### src/rtl/uart_regif.sv
module uart_regif #(
  parameter int AW = 2,
  parameter int DW = 16,
  parameter int BW = 8,
  parameter int FD = 2
) (
  input  logic          clk,
  input  logic          rst_n,
  input  logic [AW-1:0] bus_addr,
  input  logic          bus_wr,
  input  logic          bus_rd,
  input  logic [DW-1:0] bus_wdata,
  output logic [DW-1:0] bus_rdata,
  output logic [BW-1:0] tx_byte,
  output logic          tx_valid,
  input  logic          tx_accept,
  input  logic          tx_busy,
  input  logic          tx_done,
  input  logic [BW-1:0] rx_byte,
  input  logic          rx_strobe,
  input  logic          rx_ferr,
  input  logic          rx_perr,
  input  logic          rx_busy,
  input  logic [6:0]    irq_enable,
  output logic          irq
);
  localparam int CW = $clog2(FD + 1);
  localparam int PW = (FD > 1) ? $clog2(FD) : 1;
  localparam logic [AW-1:0] A_TXD  = AW'(0);
  localparam logic [AW-1:0] A_RXD  = AW'(1);
  localparam logic [AW-1:0] A_STAT = AW'(2);

  logic [BW-1:0] tx_buf;
  logic          tx_full;
  logic [BW-1:0] fifo [FD];
  logic [PW-1:0] rp, wp;
  logic [CW-1:0] cnt;
  logic          tend, fe, pe, oe;
  logic [9:0]    status;

  wire wr_txd  = bus_wr && bus_addr == A_TXD;
  wire wr_stat = bus_wr && bus_addr == A_STAT;
  wire rd_rxd  = bus_rd && bus_addr == A_RXD;
  wire empty   = cnt == '0;
  wire full    = cnt == CW'(FD);
  wire pop     = rd_rxd && !empty;
  wire push    = rx_strobe && (!full || pop);
  wire ovf     = rx_strobe && full && !pop;
  wire take    = tx_full && tx_accept;

  function automatic logic [PW-1:0] nxt(input logic [PW-1:0] p);
    return (p == PW'(FD - 1)) ? '0 : p + 1'b1;
  endfunction

  always_ff @(posedge clk or negedge rst_n) begin
    if (!rst_n) begin
      tx_full <= 1'b0;
      tx_buf  <= '0;
    end else if (wr_txd) begin
      tx_full <= 1'b1;
      tx_buf  <= bus_wdata[BW-1:0];
    end else if (take) begin
      tx_full <= 1'b0;
    end
  end

  always_ff @(posedge clk) begin
    if (push) fifo[wp] <= rx_byte;
  end

  always_ff @(posedge clk or negedge rst_n) begin
    if (!rst_n) begin
      rp  <= '0;
      wp  <= '0;
      cnt <= '0;
    end else begin
      if (pop)  rp <= nxt(rp);
      if (push) wp <= nxt(wp);
      cnt <= cnt + CW'(push) - CW'(pop);
    end
  end

  always_ff @(posedge clk or negedge rst_n) begin
    if (!rst_n) begin
      tend <= 1'b0;
      fe   <= 1'b0;
      pe   <= 1'b0;
      oe   <= 1'b0;
    end else begin
      tend <= (tend && !(wr_stat && bus_wdata[6])) || (tx_done && !tx_full);
      fe   <= (fe && !(wr_stat && bus_wdata[5]) && !rd_rxd) || (rx_strobe && rx_ferr);
      pe   <= (pe && !(wr_stat && bus_wdata[4])) || (rx_strobe && rx_perr);
      oe   <= (oe && !(wr_stat && bus_wdata[3])) || ovf;
    end
  end

  assign status   = {rx_busy, tx_busy, 1'b0, tend, fe, pe, oe, full, !empty, !tx_full};
  assign irq      = |(status[6:0] & irq_enable);
  assign tx_valid = tx_full;
  assign tx_byte  = tx_buf;

  always_comb begin
    bus_rdata = '0;
    if (bus_addr == A_RXD && !empty) bus_rdata = DW'(fifo[rp]);
    else if (bus_addr == A_STAT)     bus_rdata = DW'(status);
  end

  assert_fifo_bound_R3: assert property (@(posedge clk) disable iff (!rst_n)
    cnt <= CW'(FD));

  assert_overrun_flag_R5: assert property (@(posedge clk) disable iff (!rst_n)
    ovf |=> oe && full);

  assert_txd_load_R8: assert property (@(posedge clk) disable iff (!rst_n)
    wr_txd |=> tx_valid && tx_byte == $past(bus_wdata[BW-1:0]));

  assert_accept_empties_R8: assert property (@(posedge clk) disable iff (!rst_n)
    (tx_valid && tx_accept && !wr_txd) |=> !tx_valid);

  assert_parity_survives_read_R6: assert property (@(posedge clk) disable iff (!rst_n)
    (pe && rd_rxd && !(wr_stat && bus_wdata[4])) |=> pe);

  assert_tend_needs_empty_R9: assert property (@(posedge clk) disable iff (!rst_n)
    (tx_done && tx_valid && !tend) |=> !tend);
endmodule

### config.mk
export PLATFORM = sky130hd
export DESIGN_NAME = uart_regif
export DESIGN_NICKNAME = d
export VERILOG_FILES = /design/src/rtl/uart_regif.sv
export SDC_FILE = /design/constraint.sdc
export NUM_CORES = 1
export LEC_CHECK = 0
export BUFFER_PORTS_ARGS = -buffer_cell sky130_fd_sc_hd__buf_2
export CAP_MARGIN = 15
export CORE_MARGIN = 2
export CORE_UTILIZATION = 49
export DETAILED_ROUTE_END_ITERATION = 6
export PLACE_DENSITY = 0.94
export SLEW_MARGIN = 20
export SYNTH_ARGS = -nofsm -noshare
export SYNTH_HDL_FRONTEND = slang
export SYNTH_SLANG_ARGS = --single-unit
### constraint.sdc
create_clock -name clk -period 3.55 [get_ports clk]
set_input_delay 0.5325 -clock clk [delete_from_list [all_inputs] [get_ports clk]]
set_output_delay 0.5325 -clock clk [all_outputs]
set_load 0.03 [all_outputs]
=== Yosys cells after proc, flatten, opt, wreduce, memory -nomap -nowiden ===
Memories as Yosys holds them, arrays and structs flattened.
Cells that the tools add are included.

* Flip-flop bits (word level): 17
* RAM bits: 16
* Output and inout bits: 26
* Memories: 1

{| class="wikitable"
|+ Memory list
! name !! words !! width !! read ports !! clocked after Yosys merged registers in !! wr ports !! line !! source
|-
| fifo || 2 || 8 || 1 || 0 || 1 || 35 || <nowiki>logic [BW-1:0] fifo [FD];</nowiki>
|}

* $add $sub $neg: 4
* Eq/ne operators: 3
* Muxes and demuxes: 8
* Bitwise gates (word level): 1
* Reduce and logical (&&, ||, !) cells: 39

{| class="wikitable"
|+ Operators with widths
! kind !! count
|-
| 1-bit logical AND || 21
|-
| 10-bit two-way mux || 2
|-
| 1-bit zero test || 9
|-
| 7-bit bitwise AND || 1
|-
| 7-bit OR reduction || 1
|-
| 1-bit two-way mux || 6
|-
| 1-bit logical OR || 5
|-
| 2-bit equality test, second input constant || 2
|-
| 2-bit zero test || 2
|-
| 1-bit adder, second input constant || 2
|-
| 2-bit by 1-bit adder with 2-bit output || 1
|-
| 2-bit by 1-bit equality test with 1-bit output, second input constant || 1
|-
| 2-bit nonzero test || 1
|-
| 2-bit by 1-bit subtractor with 2-bit output || 1
|}

=== Depth between registers and ports, before layout ===
* Depth after elaboration: 7
* Mapped depth: 8
* Mapped depth without buffers: 8

=== Worst setup path before layout ===
No wires, ideal clock.

* Path kind: input to output
* Start: input bus_addr[0]
* End: output bus_rdata[3]
* Arrival time: 1.586 ns
* Required time: 3.017 ns
* Slack: 1.432 ns
* Stages: 3
* Path buffers: 0
* Cell sequence: nor2b_1 > o21ai_1 > o21ai_0

* Cells in the longest elaborated chain, start to end: 3
* Elaborated cells between the ends (all ways): 5
* Those cells by class: eq/ne (2); mux (2); reduce/logical (1)

{| class="wikitable"
|+ RTL lines
! element !! line !! source
|-
| start, declared || 9 || <nowiki>input logic [AW-1:0] bus_addr,</nowiki>
|-
| 2-bit equality test / 2-bit by 1-bit equality test with 1-bit output (equally long branches) || 105, 104 ||
|-
| 10-bit two-way mux / 1-bit logical AND (equally long branches) || 105, 104 ||
|-
| 10-bit two-way mux (*) || 104 || <nowiki>if (bus_addr == A_RXD && !empty) bus_rdata = DW'(fifo[rp]);</nowiki>
|-
| end, declared || 13 || <nowiki>output logic [DW-1:0] bus_rdata,</nowiki>
|}

Mark *: on every way between the ends. The rest lies on a longest branch, timed or not.

=== Final worst setup path ===
* Start: register rp
* End: output bus_rdata[1]

* Cells in the longest elaborated chain, start to end: 2

{| class="wikitable"
|+ RTL lines
! element !! line !! source
|-
| start, declared || 36 || <nowiki>logic [PW-1:0] rp, wp;</nowiki>
|-
| start signal, assigned || 77 || <nowiki>if (pop) rp <= nxt(rp);</nowiki>
|-
| memory read 2 x 8 bit || n/a ||
|-
| 10-bit two-way mux || 104 ||
|}

Every way passes these cells.

==> impl_metrics.py <==
metrics = {
    "placement": {
        "gp_congestion": 0.845,
        "placedCellCount": 194,
        "port_buffers": 55,
        "dp_hpwl_mm": 2.43,
    },
    "clock_network": {
        "cts_sinks": 33,
        "cts_setup_buffers": 0,
        "clk_latency_ns": 0.33,
        "cts_resized": 0,
        "cts_hold_buf": 0,
        "htreeDepth": 2,
        "cts_inserted_buffers": 5,
        "cts_tree": "built",
        "cts_buffer_depth": 2,
        "clk_pin_slew_ns": 0.09,
        "cts_root_buf": "clkbuf_4",
    },
    "timing": {
        "slew_headroom_pct": 55.1,
        "drv_slew": 0,
        "min_period_over_period_pct": 66.2,
        "fin_tns_setup_ns": 0,
        "tightest_slew_ns": 0.670,
        "post-route-min-period_ns": 2.35,
        "skew_ns": 0.0104,
        "fmax_mhz": 426,
        "setup_viol_count_final": 0,
        "finalHoldViolCount": 0,
        "rsz0062_at_grt": "no",
    },
    "synth": {
        "syn_avg_cell_area_um2": 13.3,
        "synth_top_area_share_pct": 32.6,
        "yosys-top-cells-area": "edfxtp_1 33%, dfrtp_1 29%, mux2_2 6.9%",
        "synth.distinct_cells": 30,
        "synth.ff_latch_count": 33,
        "ys.warnings.count": 0,
        "syn_inst": 111,
        "netlist_area_mm2": 0.00147,
        "post-synth-top-area-cell": "edfxtp_1",
        "ys_seq_area_share_pct": 61.5,
    },
    "floorplanning": {
        "io_pins": 70,
        "dieArea_mm2": 0.00346,
        "dieWidth_um": 58.8,
        "start_util_pct": 52.5,
        "num_rows": 19,
        "chipHeight_um": 58.8,
        "fp.coreArea_mm2": 0.00281,
    },
    "grt": {
        "grt_pass1_vias": 1050,
        "grt_remaining_overflow": 0,
        "grt_pass1_wl_mm": 4.70,
        "grt.total_usage_pct": 19.3,
        "grt_max_degree": 18,
        "antenna_found_initial": 0,
    },
    "finish": {
        "drive_gt1_share_pct": 41.8,
        "nFillCells": 219,
        "num_antenna_cells": 0,
        "stdcell_count": 201,
        "regArea_um2": 906,
        "fin_nets": 216,
        "multi_input_area_um2": 509,
        "area_delta_synth_final_pct": 21.9,
    },
    "setup_path": {
        "rr_endpoint": "cnt[1]",
        "worst_ep_required_time_ns": 3.02,
        "critPathCapture": "bus_rdata[1]",
        "timing.reg2reg.setup_slack_ns": 1.76,
        "worstPathArrival_ns": 1.82,
        "crit_slowest_cell": "dfrtp_1",
        "r2r_start": "cnt[1]",
        "critPathMaxStageDelay_ns": 0.66,
        "crit_path_start_kind": "flop",
        "crit_path_max_fanout": 9,
        "setup.worst_path.start": "rp",
        "endpoint_kind": "output port",
        "path_class": "reg2out",
        "path_cells": "mux2_2 -> a21oi_1 -> nor2_1 -> buf_2",
        "worstRegToRegCells": 8,
    },
    "detailed_routing": {
        "drcViolationCount": 5,
        "avgViaCountPerCell": 5.34,
        "vias": 1073,
        "routed_wl_mm": 3.09,
        "drtAntennaViolNets": 0,
        "drt_iter0_drc": 38,
        "drt_first_pass_iters": 6,
        "post_drt_wl_per_cell_um": 15.3,
    },
    "worst_hold_path": {
        "min_path_type": "in2async",
    },
    "power": {
        "ir_drop_mv": 0.459,
        "powerDensity_mw_per_mm2": 625,
        "p_leak_uw": 0.000844,
    },
    "status": {
        "status": "finished, violations left",
        "violations": "DRC",
    },
    "flow_run": {
        "maxCapViolCount": 0,
    },
}
## placed cells by master, fill, tap and decap left out, types with 3 or more instances in the layout
cell type	synthesis	final
nand3_1	3	3
inv_1	6	6
o21ai_0	4	4
nand2_1	5	5
a22o_1	4	4
conb_1	1	6
buf_2	2	55
dfrtp_1	17	17
nor2_1	6	6
mux2_2	9	9
clkbuf_4	0	5
edfxtp_1	16	16
mux2i_1	7	7
xnor2_1	4	4
## worst min path at each step
| stage | from | endpoint |
|---|---|---|
| 4_1_cts | rst_n | tx_byte[6] |
| 2_1_floorplan | rst_n | cnt[0] |
| 3_3_place_gp | rst_n | tx_byte[5] |
| 3_5_place_dp | rst_n | tx_byte[5] |
| 6_report | rst_n | rp |
| 5_1_grt | rst_n | rp |
## flip-flops by register name, indices dropped and copies added, names as in the netlist
name and cells:
wp 1, pe 1, oe 1, tend 1
tx_valid 1, fe 1, fifo 16, tx_byte 8
rp 1, cnt 2
## per-stage QoR
stage / worst slack [ns] / util, % / power [uW] / area [um2] / hold WS (ns)
final: 1.20 / 64.1 / 1120 / 1800 / 0.105
after global routing: 1.13 / 64.1 / 1180 / 1800 / 0.111
after CTS: 1.19 / 64.1 / 1130 / 1800 / 0.111
after detailed placement: 1.32 / 62.4 / 948 / 1750 / 0.470
after global placement: 1.39 / 62.4 / 923 / 1750 / 0.460
after floorplan: 1.43 / - / 835 / 1490 / 0.237
## layout make-up
type	instances	share of cell area, %
timing repair buffer	55	15.3
inverter	6	1.25
tap	31	2.16
clock inverter	1	0.209
multi-input combinational	69	28.3
clock buffer	6	2.30
sequential	33	50.4
## critical path: cells and delay by family, from the launching register on
family,cells,cell delay (ns)
flops,1,0.66
mux,1,0.40
simple gates,1,0.08
buf+inv,1,0.19
compound gates,1,0.16
## routing by layer
metal	GRT usage, %	share of wire, %	wire length [um]	up-vias
li1	-	-	-	508
met1	24.3	42	1280	502
met2	29.5	48	1480	59
met3	7.25	8.8	270	4
met4	8.77	1.7	51	0
met5	0	0	0	-
## cell families (layout without fill, tap and decap cells)
family	Yosys count	in the layout	synth area share, %
flip-flops	33	33	61.5
AND/OR/NAND/NOR	22	22	8.32
AO/OA/AOI/OAI	19	19	9.00
multiplexers	16	16	11.6
buffers and inverters	14	68	5.26
XOR/XNOR	4	4	2.38
adder cells (fa/ha/maj)	2	2	1.70
other	1	6	0.254
## synth_stat cells
master and instances:
a21oi_1 2, conb_1 1, nor2_1 6, o21ai_0 4, buf_4 6, nand2_1 5, and3b_1 1, o21ai_1 1
o22ai_1 2, a22oi_1 1, o21ai_2 1, mux2i_1 7, dfrtp_1 17, buf_2 2, nor3b_4 1, nand2b_1 1
a22o_1 4, nand3_1 3, nor2b_1 2, o211ai_1 1, o21bai_1 1, ha_1 2, nand3b_1 1, a222oi_1 1
and2_1 2, inv_1 6, a41oi_1 1, xnor2_1 4, edfxtp_1 16, mux2_2 9
## power by group
part           switching [uW]  internal (uW)  total, uW  leakage [uW]
logic                     219            145        364      0.000474
registers                74.4            502        576      0.000344
clock network             112           71.7        184     0.0000258
Note: power is estimated with default switching activity, not from simulation.
